==> src/rtl/rcf_pkg.sv <==
package rcf_pkg;
    localparam int SYNC_BITS = 11;
    localparam int CC_BITS   = 7;
    localparam int CW_BITS   = 48;
    localparam logic [SYNC_BITS-1:0] SYNC_WORD = 11'b11100010010;

    typedef enum logic [1:0] {
        FLD_DOT  = 2'd0,
        FLD_SYNC = 2'd1,
        FLD_CC   = 2'd2,
        FLD_CW   = 2'd3
    } field_e;

    // Expand the two-bit colour code to its seven-bit transmitted form.
    function automatic logic [CC_BITS-1:0] cc_expand(input logic [1:0] cc);
        logic [CC_BITS-1:0] w;
        case (cc)
            2'b00:   w = 7'b0000000;
            2'b01:   w = 7'b0011111;
            2'b10:   w = 7'b1100011;
            default: w = 7'b1111100;
        endcase
        return w;
    endfunction
endpackage

==> src/rtl/rcf_halfbit_timer.sv <==
module rcf_halfbit_timer #(
    parameter int HALF_CYCLES = 4
) (
    input  logic clk,
    input  logic rst_n,
    input  logic restart_i,
    input  logic run_i,
    output logic half_o,
    output logic bit_end_o
);
    localparam int DIV_W = (HALF_CYCLES > 2) ? $clog2(HALF_CYCLES) : 1;
    localparam logic [DIV_W-1:0] DIV_LAST = DIV_W'(HALF_CYCLES - 1);

    typedef struct packed {
        logic [DIV_W-1:0] div;
        logic             half;
    } tmr_t;

    tmr_t st_d, st_q;
    logic tick;

    always_comb begin
        st_d = st_q;
        tick = run_i && (st_q.div == DIV_LAST);
        if (restart_i) begin
            st_d.div  = '0;
            st_d.half = 1'b0;
        end else if (run_i) begin
            if (tick) begin
                st_d.div  = '0;
                st_d.half = ~st_q.half;
            end else begin
                st_d.div = st_q.div + 1'b1;
            end
        end
    end

    always_ff @(posedge clk or negedge rst_n) begin
        if (!rst_n) st_q <= '0;
        else        st_q <= st_d;
    end

    assign half_o    = st_q.half;
    assign bit_end_o = tick && st_q.half;
endmodule

==> src/rtl/rcf_field_seq.sv <==
module rcf_field_seq
    import rcf_pkg::*;
#(
    parameter int DOT_LEN = 30,
    parameter int NW_W    = 4
) (
    input  logic            clk,
    input  logic            rst_n,
    input  logic            start_i,
    input  logic [1:0]      cc_i,
    input  logic [NW_W-1:0] nwords_i,
    input  logic            cw_bit_i,
    input  logic            bit_end_i,
    output logic            start_ok_o,
    output logic            busy_o,
    output logic            bit_o,
    output logic            cw_req_o,
    output logic            done_o
);
    localparam int IDX_MAX = (DOT_LEN > CW_BITS) ? DOT_LEN : CW_BITS;
    localparam int IDX_W   = $clog2(IDX_MAX);
    localparam logic [IDX_W-1:0] DOT_LAST  = IDX_W'(DOT_LEN - 1);
    localparam logic [IDX_W-1:0] SYNC_LAST = IDX_W'(SYNC_BITS - 1);
    localparam logic [IDX_W-1:0] CC_LAST   = IDX_W'(CC_BITS - 1);
    localparam logic [IDX_W-1:0] CW_LAST   = IDX_W'(CW_BITS - 1);

    typedef struct packed {
        logic                 busy;
        field_e               field;
        logic [IDX_W-1:0]     idx;
        logic [NW_W-1:0]      wleft;
        logic [SYNC_BITS-1:0] sh;
        logic [1:0]           cc;
        logic                 bit_v;
        logic                 done;
    } seq_t;

    seq_t st_d, st_q;
    logic start_ok;
    logic req;

    assign start_ok = start_i && !st_q.busy;

    always_comb begin
        st_d      = st_q;
        st_d.done = 1'b0;
        req       = 1'b0;
        if (start_ok) begin
            st_d.busy  = 1'b1;
            st_d.field = FLD_DOT;
            st_d.idx   = '0;
            st_d.wleft = nwords_i;
            st_d.cc    = cc_i;
            st_d.sh    = '0;
            st_d.bit_v = 1'b1;
        end else if (st_q.busy && bit_end_i) begin
            st_d.idx = st_q.idx + 1'b1;
            unique case (st_q.field)
                FLD_DOT: begin
                    if (st_q.idx == DOT_LAST) begin
                        st_d.field = FLD_SYNC;
                        st_d.idx   = '0;
                        st_d.sh    = SYNC_WORD;
                        st_d.bit_v = SYNC_WORD[SYNC_BITS-1];
                    end else begin
                        st_d.bit_v = ~st_q.bit_v;
                    end
                end
                FLD_SYNC: begin
                    if (st_q.idx == SYNC_LAST) begin
                        st_d.field = FLD_CC;
                        st_d.idx   = '0;
                        st_d.sh    = {cc_expand(st_q.cc), {(SYNC_BITS-CC_BITS){1'b0}}};
                        st_d.bit_v = st_d.sh[SYNC_BITS-1];
                    end else begin
                        st_d.sh    = st_q.sh << 1;
                        st_d.bit_v = st_q.sh[SYNC_BITS-2];
                    end
                end
                FLD_CC: begin
                    if (st_q.idx == CC_LAST) begin
                        if (st_q.wleft == '0) begin
                            st_d.busy = 1'b0;
                            st_d.done = 1'b1;
                        end else begin
                            st_d.field = FLD_CW;
                            st_d.idx   = '0;
                            req        = 1'b1;
                            st_d.bit_v = cw_bit_i;
                        end
                    end else begin
                        st_d.sh    = st_q.sh << 1;
                        st_d.bit_v = st_q.sh[SYNC_BITS-2];
                    end
                end
                default: begin
                    if (st_q.idx == CW_LAST) begin
                        if (st_q.wleft == NW_W'(1)) begin
                            st_d.busy = 1'b0;
                            st_d.done = 1'b1;
                        end else begin
                            st_d.wleft = st_q.wleft - 1'b1;
                            st_d.idx   = '0;
                            req        = 1'b1;
                            st_d.bit_v = cw_bit_i;
                        end
                    end else begin
                        req        = 1'b1;
                        st_d.bit_v = cw_bit_i;
                    end
                end
            endcase
        end
    end

    always_ff @(posedge clk or negedge rst_n) begin
        if (!rst_n) begin
            st_q       <= '0;
            st_q.field <= FLD_DOT;
        end else begin
            st_q <= st_d;
        end
    end

    assign start_ok_o = start_ok;
    assign busy_o     = st_q.busy;
    assign bit_o      = st_q.bit_v;
    assign cw_req_o   = req;
    assign done_o     = st_q.done;
endmodule

==> src/rtl/rcf_manchester_enc.sv <==
module rcf_manchester_enc #(
    parameter logic IDLE_LEVEL = 1'b0
) (
    input  logic busy_i,
    input  logic half_i,
    input  logic bit_i,
    output logic line_o
);
    // A one is low then high; a zero is high then low.
    always_comb begin
        if (!busy_i)     line_o = IDLE_LEVEL;
        else if (half_i) line_o = bit_i;
        else             line_o = ~bit_i;
    end
endmodule

==> src/rtl/rcf_frame_tx.sv <==
module rcf_frame_tx #(
    parameter int DOT_LEN     = 30,
    parameter int HALF_CYCLES = 4,
    parameter int NW_W        = 4
) (
    input  logic            clk,
    input  logic            rst_n,
    input  logic            start_i,
    input  logic [1:0]      cc_i,
    input  logic [NW_W-1:0] nwords_i,
    input  logic            cw_bit_i,
    output logic            cw_req_o,
    output logic            line_o,
    output logic            done_o
);
    logic start_ok_w;
    logic busy_w;
    logic half_w;
    logic bit_end_w;
    logic bit_w;

    rcf_halfbit_timer #(.HALF_CYCLES(HALF_CYCLES)) u_timer (
        .clk       (clk),
        .rst_n     (rst_n),
        .restart_i (start_ok_w),
        .run_i     (busy_w),
        .half_o    (half_w),
        .bit_end_o (bit_end_w)
    );

    rcf_field_seq #(.DOT_LEN(DOT_LEN), .NW_W(NW_W)) u_seq (
        .clk        (clk),
        .rst_n      (rst_n),
        .start_i    (start_i),
        .cc_i       (cc_i),
        .nwords_i   (nwords_i),
        .cw_bit_i   (cw_bit_i),
        .bit_end_i  (bit_end_w),
        .start_ok_o (start_ok_w),
        .busy_o     (busy_w),
        .bit_o      (bit_w),
        .cw_req_o   (cw_req_o),
        .done_o     (done_o)
    );

    rcf_manchester_enc #(.IDLE_LEVEL(1'b0)) u_enc (
        .busy_i (busy_w),
        .half_i (half_w),
        .bit_i  (bit_w),
        .line_o (line_o)
    );
endmodule

==> config.mk <==
export PLATFORM = sky130hd
export DESIGN_NAME = rcf_frame_tx
export DESIGN_NICKNAME = d
export VERILOG_FILES = /design/src/rtl/rcf_pkg.sv /design/src/rtl/rcf_halfbit_timer.sv /design/src/rtl/rcf_field_seq.sv /design/src/rtl/rcf_manchester_enc.sv /design/src/rtl/rcf_frame_tx.sv
export SDC_FILE = /design/constraint.sdc
export NUM_CORES = 1
export LEC_CHECK = 0
export BUFFER_PORTS_ARGS = -buffer_cell sky130_fd_sc_hd__buf_2
export CAP_MARGIN = 20
export CORE_UTILIZATION = 35
export DETAILED_ROUTE_END_ITERATION = 16
export PLACE_DENSITY_LB_ADDON = 0.3
export SLEW_MARGIN = 30
export SYNTH_ARGS = -nofsm -noshare
export SYNTH_HDL_FRONTEND = slang
export SYNTH_HIERARCHICAL = 1
export SYNTH_SLANG_ARGS = --single-unit
==> constraint.sdc <==
create_clock -name clk -period 3.6 [get_ports clk]
set_input_delay 0.18 -clock clk [delete_from_list [all_inputs] [get_ports clk]]
set_output_delay 0.18 -clock clk [all_outputs]
set_load 0.02 [all_outputs]
==> results of run 1 <==
## registers in the layout, summed over array words and instances (netlist names)
signal          count
u_seq/bit_o         1
u_seq/done_o        1
u_seq/busy_o        1
u_timer/half_o      1
u_seq/st_q         23
u_timer/st_q        2
## power by group through the flow
| stage | registers, mW | logic (mW) | clock network (mW) |
|---|---|---|---|
| 6_report | 0.537 | 0.590 | 0.354 |
| 5_1_grt | 0.553 | 0.666 | 0.374 |
| 4_1_cts | 0.535 | 0.589 | 0.361 |
| 3_5_place_dp | 0.540 | 0.583 | 0 |
| 3_3_place_gp | 0.539 | 0.583 | 0 |
| 2_1_floorplan | 0.508 | 0.471 | 0 |
## worst max-delay path by stage
| stage | start | endpoint | slack [ps] | cells after the start |
|---|---|---|---|---|
| global route | u_seq/st_q[19] | cw_req_o | 1010 | 7 |
| CTS | u_seq/st_q[25] | cw_req_o | 1240 | 6 |
| detailed placement | u_seq/st_q[19] | u_seq/st_q[22] | 1320 | 7 |
| finish | u_seq/st_q[25] | cw_req_o | 1250 | 6 |
| global placement | u_seq/st_q[25] | u_seq/st_q[26] | 1340 | 7 |
| floorplan | u_seq/st_q[19] | u_seq/bit_o | 1440 | 8 |
## layout by cell type, fill, tap and decap left out, types with 3 or more instances in the layout
| cell type | netlist | final |
|---|---|---|
| a21oi_1 | 11 | 11 |
| o22ai_1 | 3 | 3 |
| ha_1 | 14 | 14 |
| xnor2_1 | 5 | 5 |
| a21o_1 | 6 | 6 |
| or3b_1 | 3 | 3 |
| nor3_1 | 7 | 7 |
| nand2_1 | 19 | 19 |
| mux2i_1 | 7 | 7 |
| dfrtp_1 | 29 | 29 |
| inv_1 | 10 | 10 |
| clkbuf_8 | 0 | 6 |
| o21ai_0 | 15 | 15 |
| nor2b_1 | 3 | 3 |
| nand2b_1 | 6 | 6 |
| and3_1 | 6 | 6 |
| buf_2 | 2 | 12 |
| a22oi_1 | 3 | 3 |
| nor2_1 | 12 | 12 |
| nand3_1 | 5 | 5 |
## kinds of logic (layout without fill, tap and decap cells)
| kind of cell | Yosys count | count (layout) | synth area share [%] |
|---|---|---|---|
| AOI/OAI and AO/OA | 62 | 62 | 21.5 |
| DFF | 29 | 29 | 36.8 |
| and+or+nand+nor | 79 | 79 | 23.1 |
| buffers and inverters | 20 | 33 | 3.93 |
| muxes | 7 | 7 | 3.55 |
| adders and majority gates | 14 | 14 | 8.88 |
| xor gates and xnor gates | 5 | 5 | 2.22 |
## layer usage
| layer | routed length, µm | vias to the layer above | global-route usage, % | part of all wire, % |
|---|---|---|---|---|
| li1 | - | 807 | - | - |
| met1 | 2280 | 761 | 23.2 | 52 |
| met2 | 1850 | 33 | 22.3 | 42 |
| met3 | 172 | 7 | 4.05 | 4.0 |
| met4 | 50 | 0 | 5.28 | 1.1 |
| met5 | 0 | - | 0 | 0 |
## area by class of cell
cell class | count | area [µm²] | share of cell area [%]
Sequential cell | 29 | 726 | 32.7
Tap cell | 70 | 87.6 | 3.95
Multi-Input combinational cell | 167 | 1170 | 52.7
Clock buffer | 7 | 86.3 | 3.89
Clock inverter | 1 | 30.0 | 1.35
Timing Repair Buffer | 14 | 77.6 | 3.50
Inverter | 11 | 41.3 | 1.86
## per-stage QoR
| stage | hold WS [ps] | setup slack, ps | power, mW | instance area, µm² | std cells |
|---|---|---|---|---|---|
| 4_1_cts | 107 | 1240 | 1.48 | 2220 | 299 |
| 2_1_floorplan | -116 | 1440 | 0.979 | 1970 | 216 |
| 6_report | 106 | 1250 | 1.48 | 2220 | 299 |
| 3_5_place_dp | 264 | 1320 | 1.12 | 2090 | 290 |
| 5_1_grt | 132 | 1010 | 1.59 | 2220 | 299 |
| 3_3_place_gp | 263 | 1340 | 1.12 | 2090 | 290 |
## worst reg2reg max path, delay by kind of cell, from the launching register on
| family | cells | cell delay [ps] |
|---|---|---|
| AO/OA/AOI/OAI | 3 | 660 |
| adder cells (fa/ha/maj) | 1 | 150 |
| buffers and inverters | 1 | 80 |
| flip-flops | 1 | 440 |
| AND/OR/NAND/NOR | 2 | 880 |
==> flow_summary.yaml, run 1 <==
logic_synthesis:
  synth_cell_types: 52
  synth_area_per_cell_um2: 9.13
  synth_area_leaders: "dfrtp_1 37%, ha_1 8.9%, o21ai_0 3.8%"
  synth.most_common_cell: "dfrtp_1"
  ys.flop_type: "dfrtp_1"
  syn_area_um2: 1970
  synth-seq-cells: 29
  synth_common_cells: "29 x dfrtp_1, 19 x nand2_1, 15 x o21ai_0"
  yosys.area.top_type_share_pct: 36.8
  syn_inst: 216
  syn_nets: 240
  synth_top_area_cell: "dfrtp_1"
  synthArstFlopShare_pct: 100
  ys_seq_area_share_pct: 36.8
  yosys_warnings: 6
  synth_edf_count: 0
global_routing:
  grt_pass1_wl_um: 7490
  overflow: 0
  grt_usage_pct: 15.8
  grt_max_degree: 30
  grt_pass1_vias: 1526
  antenna_found_initial: 0
layout:
  drive_above_1_share_pct: 12.7
  n_antenna_cell: 0
  utilization_pct: 42.1
  n_fill_cell: 542
  area_delta_synth_final_pct: 12.4
  fin_nets: 252
critical_path:
  crit_family: "adder cells"
  worstPathRequired_ps: 3420
  r2r_cells: 7
  r2r-start: "u_seq/st_q[19]"
  cpMaxStageDelayCell: "ha_1"
  critPathBufInv: 2
  r2r_end: "u_seq/st_q[22]"
  worst_setup_path_end_kind: "primary output"
  critPathArrivalTime_ps: 2170
  cp_cell_sequence: "inv_1 > ha_1 > and3_1 > a21oi_1 > a211oi_1 > buf_2"
  cpPeakStageDelay_ps: 560
  cp-start-kind: "flop"
  crit_type: "reg -> out"
  r2r_slack_ps: 1290
  crit_fanout: 18
routing:
  vias: 1608
  drc: 0
  drt_iter0_markers: 142
  viasPerCell: 5.38
  ant_nets: 0
  dr.pass1.iters: 4
  wl_um: 4350
  post_drt_wl_per_cell_um: 14.6
power_and_ir_drop:
  power.share.clock_pct: 23.9
  p_sw_share_pct: 38.5
  combinationalPowerShare_pct: 39.8
  intPower_mw: 0.912
  seq_power_share_pct: 36.3
  powerDensity_nw_per_um2: 668
  p_sw_mw: 0.570
  p_leak_nw: 0.986
  ir_drop_uv: 429
sta:
  worst_pin_slew_ps: 691
  fmax_mhz: 425
  rsz0062_at_grt: "false"
  setup_viol_count_final: 0
  period_share_pct: 65.3
  fin_skew_ps: 5.01
  fin_crit_ps: 2350
  final_max_slew_viol_count: 0
  hold_viol_final: 0
  tns_ps: 0
  relSlewSlack_pct: 53.9
clock_network:
  cts-root-buf: "clkbuf_8"
  cts_resized: 0
  clockBufferDepth: 2
  htree_num_levels: 2
  cts_buffers: 5
  hold_buffers: 1
  clock_latency_ps: 280
  postCtsSetupRepairBufs: 0
  cts_tree: "yes"
  cts.sinks: 29
  path_clk_slew_ps: 60
placement:
  dp_hpwl_um: 3060
  place_congestion: 0.793
  port_buffers: 12
worst_hold_path:
  worstHoldStart: "cc_i[1]"
  min_to: "u_seq/st_q[3]"
  whs_path_depth: 3
  hold_class: "in -> reg"
floorplan:
  dieWidth_um: 77.1
  die_area_um2: 5940
  start_util_pct: 37.4
  core-area_um2: 5270
  std_cell_rows: 26
  ios: 13
  die_h_um: 77.1
flow_run:
  drv_cap: 0
run_status:
  outcome: "finished, final reports clean"
(Power assumes the default switching activity.)
==> run 2, diff against run 1 <==
==> constraint.sdc (replaced) <==
create_clock -name clk -period 2.35 [get_ports clk]
set_input_delay 0.1175 -clock clk [delete_from_list [all_inputs] [get_ports clk]]
set_output_delay 0.1175 -clock clk [all_outputs]
set_load 0.02 [all_outputs]
==> run 2 against run 1 <==
Effect of this change:
- via count grew 1.5%
- register-to-register slack lost 1100 ps
- global-route usage grew 0.94 points
- sequential power grew 53%
- highest routed layer unchanged
==> flow_summary.yaml, run 2 (same netlist as run 1, synthesis figures left out) <==
clock_network:
  path_clk_slew_ps: 60
  cts-root-buf: "clkbuf_8"
  cts.sinks: 29
  cts_tree: "yes"
  clock_latency_ps: 280
  clockBufferDepth: 2
  cts_buffers: 5
  htree_num_levels: 2
layout:
  layout_common_cells: "29 x dfrtp_1, 19 x nand2_1, 15 x o21ai_0"
  drive_above_1_share_pct: 16.0
  top_regs: "u_seq/st_q (23), u_timer/st_q (2)"
  largest_reg_flops: 23
  area_delta_synth_final_pct: 14.5
  multi_input_area_um2: 1170
  n_fill_cell: 527
  layout_commonest_cell: "dfrtp_1"
  fin_nets: 261
  top_register: "u_seq/st_q"
  n_antenna_cell: 0
  register_area_um2: 726
placement:
  port_buffers: 12
  dp_hpwl_um: 3190
  place_congestion: 0.805
  place_ws_ps: 148
power_and_ir_drop:
  p_leak_nw: 1.02
  finalPower_mw: 2.19
  powerDensity_nw_per_um2: 968
  ir_drop_uv: 503
sta:
  fin_crit_ps: 2180
  setup_slack_ps: 174
  fmax_mhz: 460
  relSlewSlack_pct: 54.1
  period_share_pct: 92.6
  hold_ws_ps: 42.5
  fin_skew_ps: 4.29
  hold_viol_final: 0
  setup_viol_count_final: 0
  final_max_slew_viol_count: 0
  worst_pin_slew_ps: 689
routing:
  drt_iter0_markers: 76
  post_drt_wl_per_cell_um: 14.7
  wl_um: 4530
  vias: 1632
  viasPerCell: 5.32
  dr.pass1.iters: 4
  ant_nets: 0
  drc: 0
critical_path:
  worst_setup_path_end_kind: "flop"
  crit_family: "simple AND/OR/NAND/NOR gates"
  cpPeakStageDelay_ps: 500
  cp_cell_sequence: "inv_1 > ha_1 > or3b_1 > or4_4 > o211a_1 > o41ai_2 > mux2i_1"
  cp-start-kind: "flop"
  crit_fanout: 6
  critPathArrivalTime_ps: 2330
  r2r_slack_ps: 170
  cpMaxStageDelayCell: "or4_4"
  worstPathRequired_ps: 2500
  critPathBufInv: 1
  crit_type: "reg -> reg"
global_routing:
  antenna_found_initial: 0
  overflow: 0
  grt_pass1_wl_um: 7900
  grt_usage_pct: 16.8
  grt_pass1_vias: 1626
  grt_max_degree: 30
run_status:
  outcome: "finished, final reports clean"
floorplan:
  std_cell_rows: 26
  start_util_pct: 37.4
  ios: 13
  dieWidth_um: 77.1
  die_area_um2: 5940
  die_h_um: 77.1
  core-area_um2: 5270
flow_run:
  drv_cap: 0
worst_hold_path:
  hold_class: "in -> reg"
## run 2: final timing paths
kind | start | end | cells past startpoint
worst max-delay path | u_seq/st_q[19] | u_seq/bit_o | 7
worst min-delay path | nwords_i[2] | u_seq/st_q[17] | 3
worst max register to register | u_seq/st_q[19] | u_seq/bit_o | 7
worst min register to register | u_timer/st_q[2] | u_timer/st_q[2] | 2
max in group asynchronous | rst_n | u_seq/st_q[10] | 2
min in group asynchronous | rst_n | u_seq/st_q[23] | 2
## run 2: area by class of cell
type                    count  share of cell area (%)
inverters                  11                    1.83
well taps                  70                    3.88
multi-input cells         167                    51.9
clock buffers               7                    3.82
flip-flops and latches     29                    32.1
repair buffers             23                    6.43
## run 2: per-stage QoR
stage               TNS (ps)  cell area (µm²)  utilization, %  instances
floorplan                  0             1970               -        216
global placement           0             2150            40.8        298
detailed placement         0             2150            40.8        298
CTS                        0             2250            42.6        306
global route           -8.64             2260            42.9        307
finish                     0             2260            42.9        307
## run 2: power by group
part	internal (mW)	switching, mW	total [mW]
combinational	0.431	0.525	0.956
sequential	0.661	0.157	0.819
clock	0.232	0.180	0.412
## run 2: timing repair
item	4_1_cts	5_1_grt
setup endpoints to repair	0	2
resized for setup	0	1
endpoints found under the hold margin	29	0
setup buffers	0	1
hold buffers	1	0
## run 2: metal layers
metal | wire length, µm | up-vias | track usage (%)
met5 | 0 | - | 0
met1 | 2280 | 784 | 23.3
met4 | 20 | 0 | 5.09
li1 | - | 824 | -
met2 | 2100 | 22 | 25.8
met3 | 127 | 2 | 3.81
## run 2: worst min-delay path, stage by stage
cell and delay [ps]:
buf_2 80, nand2_1 30, o21ai_0 50
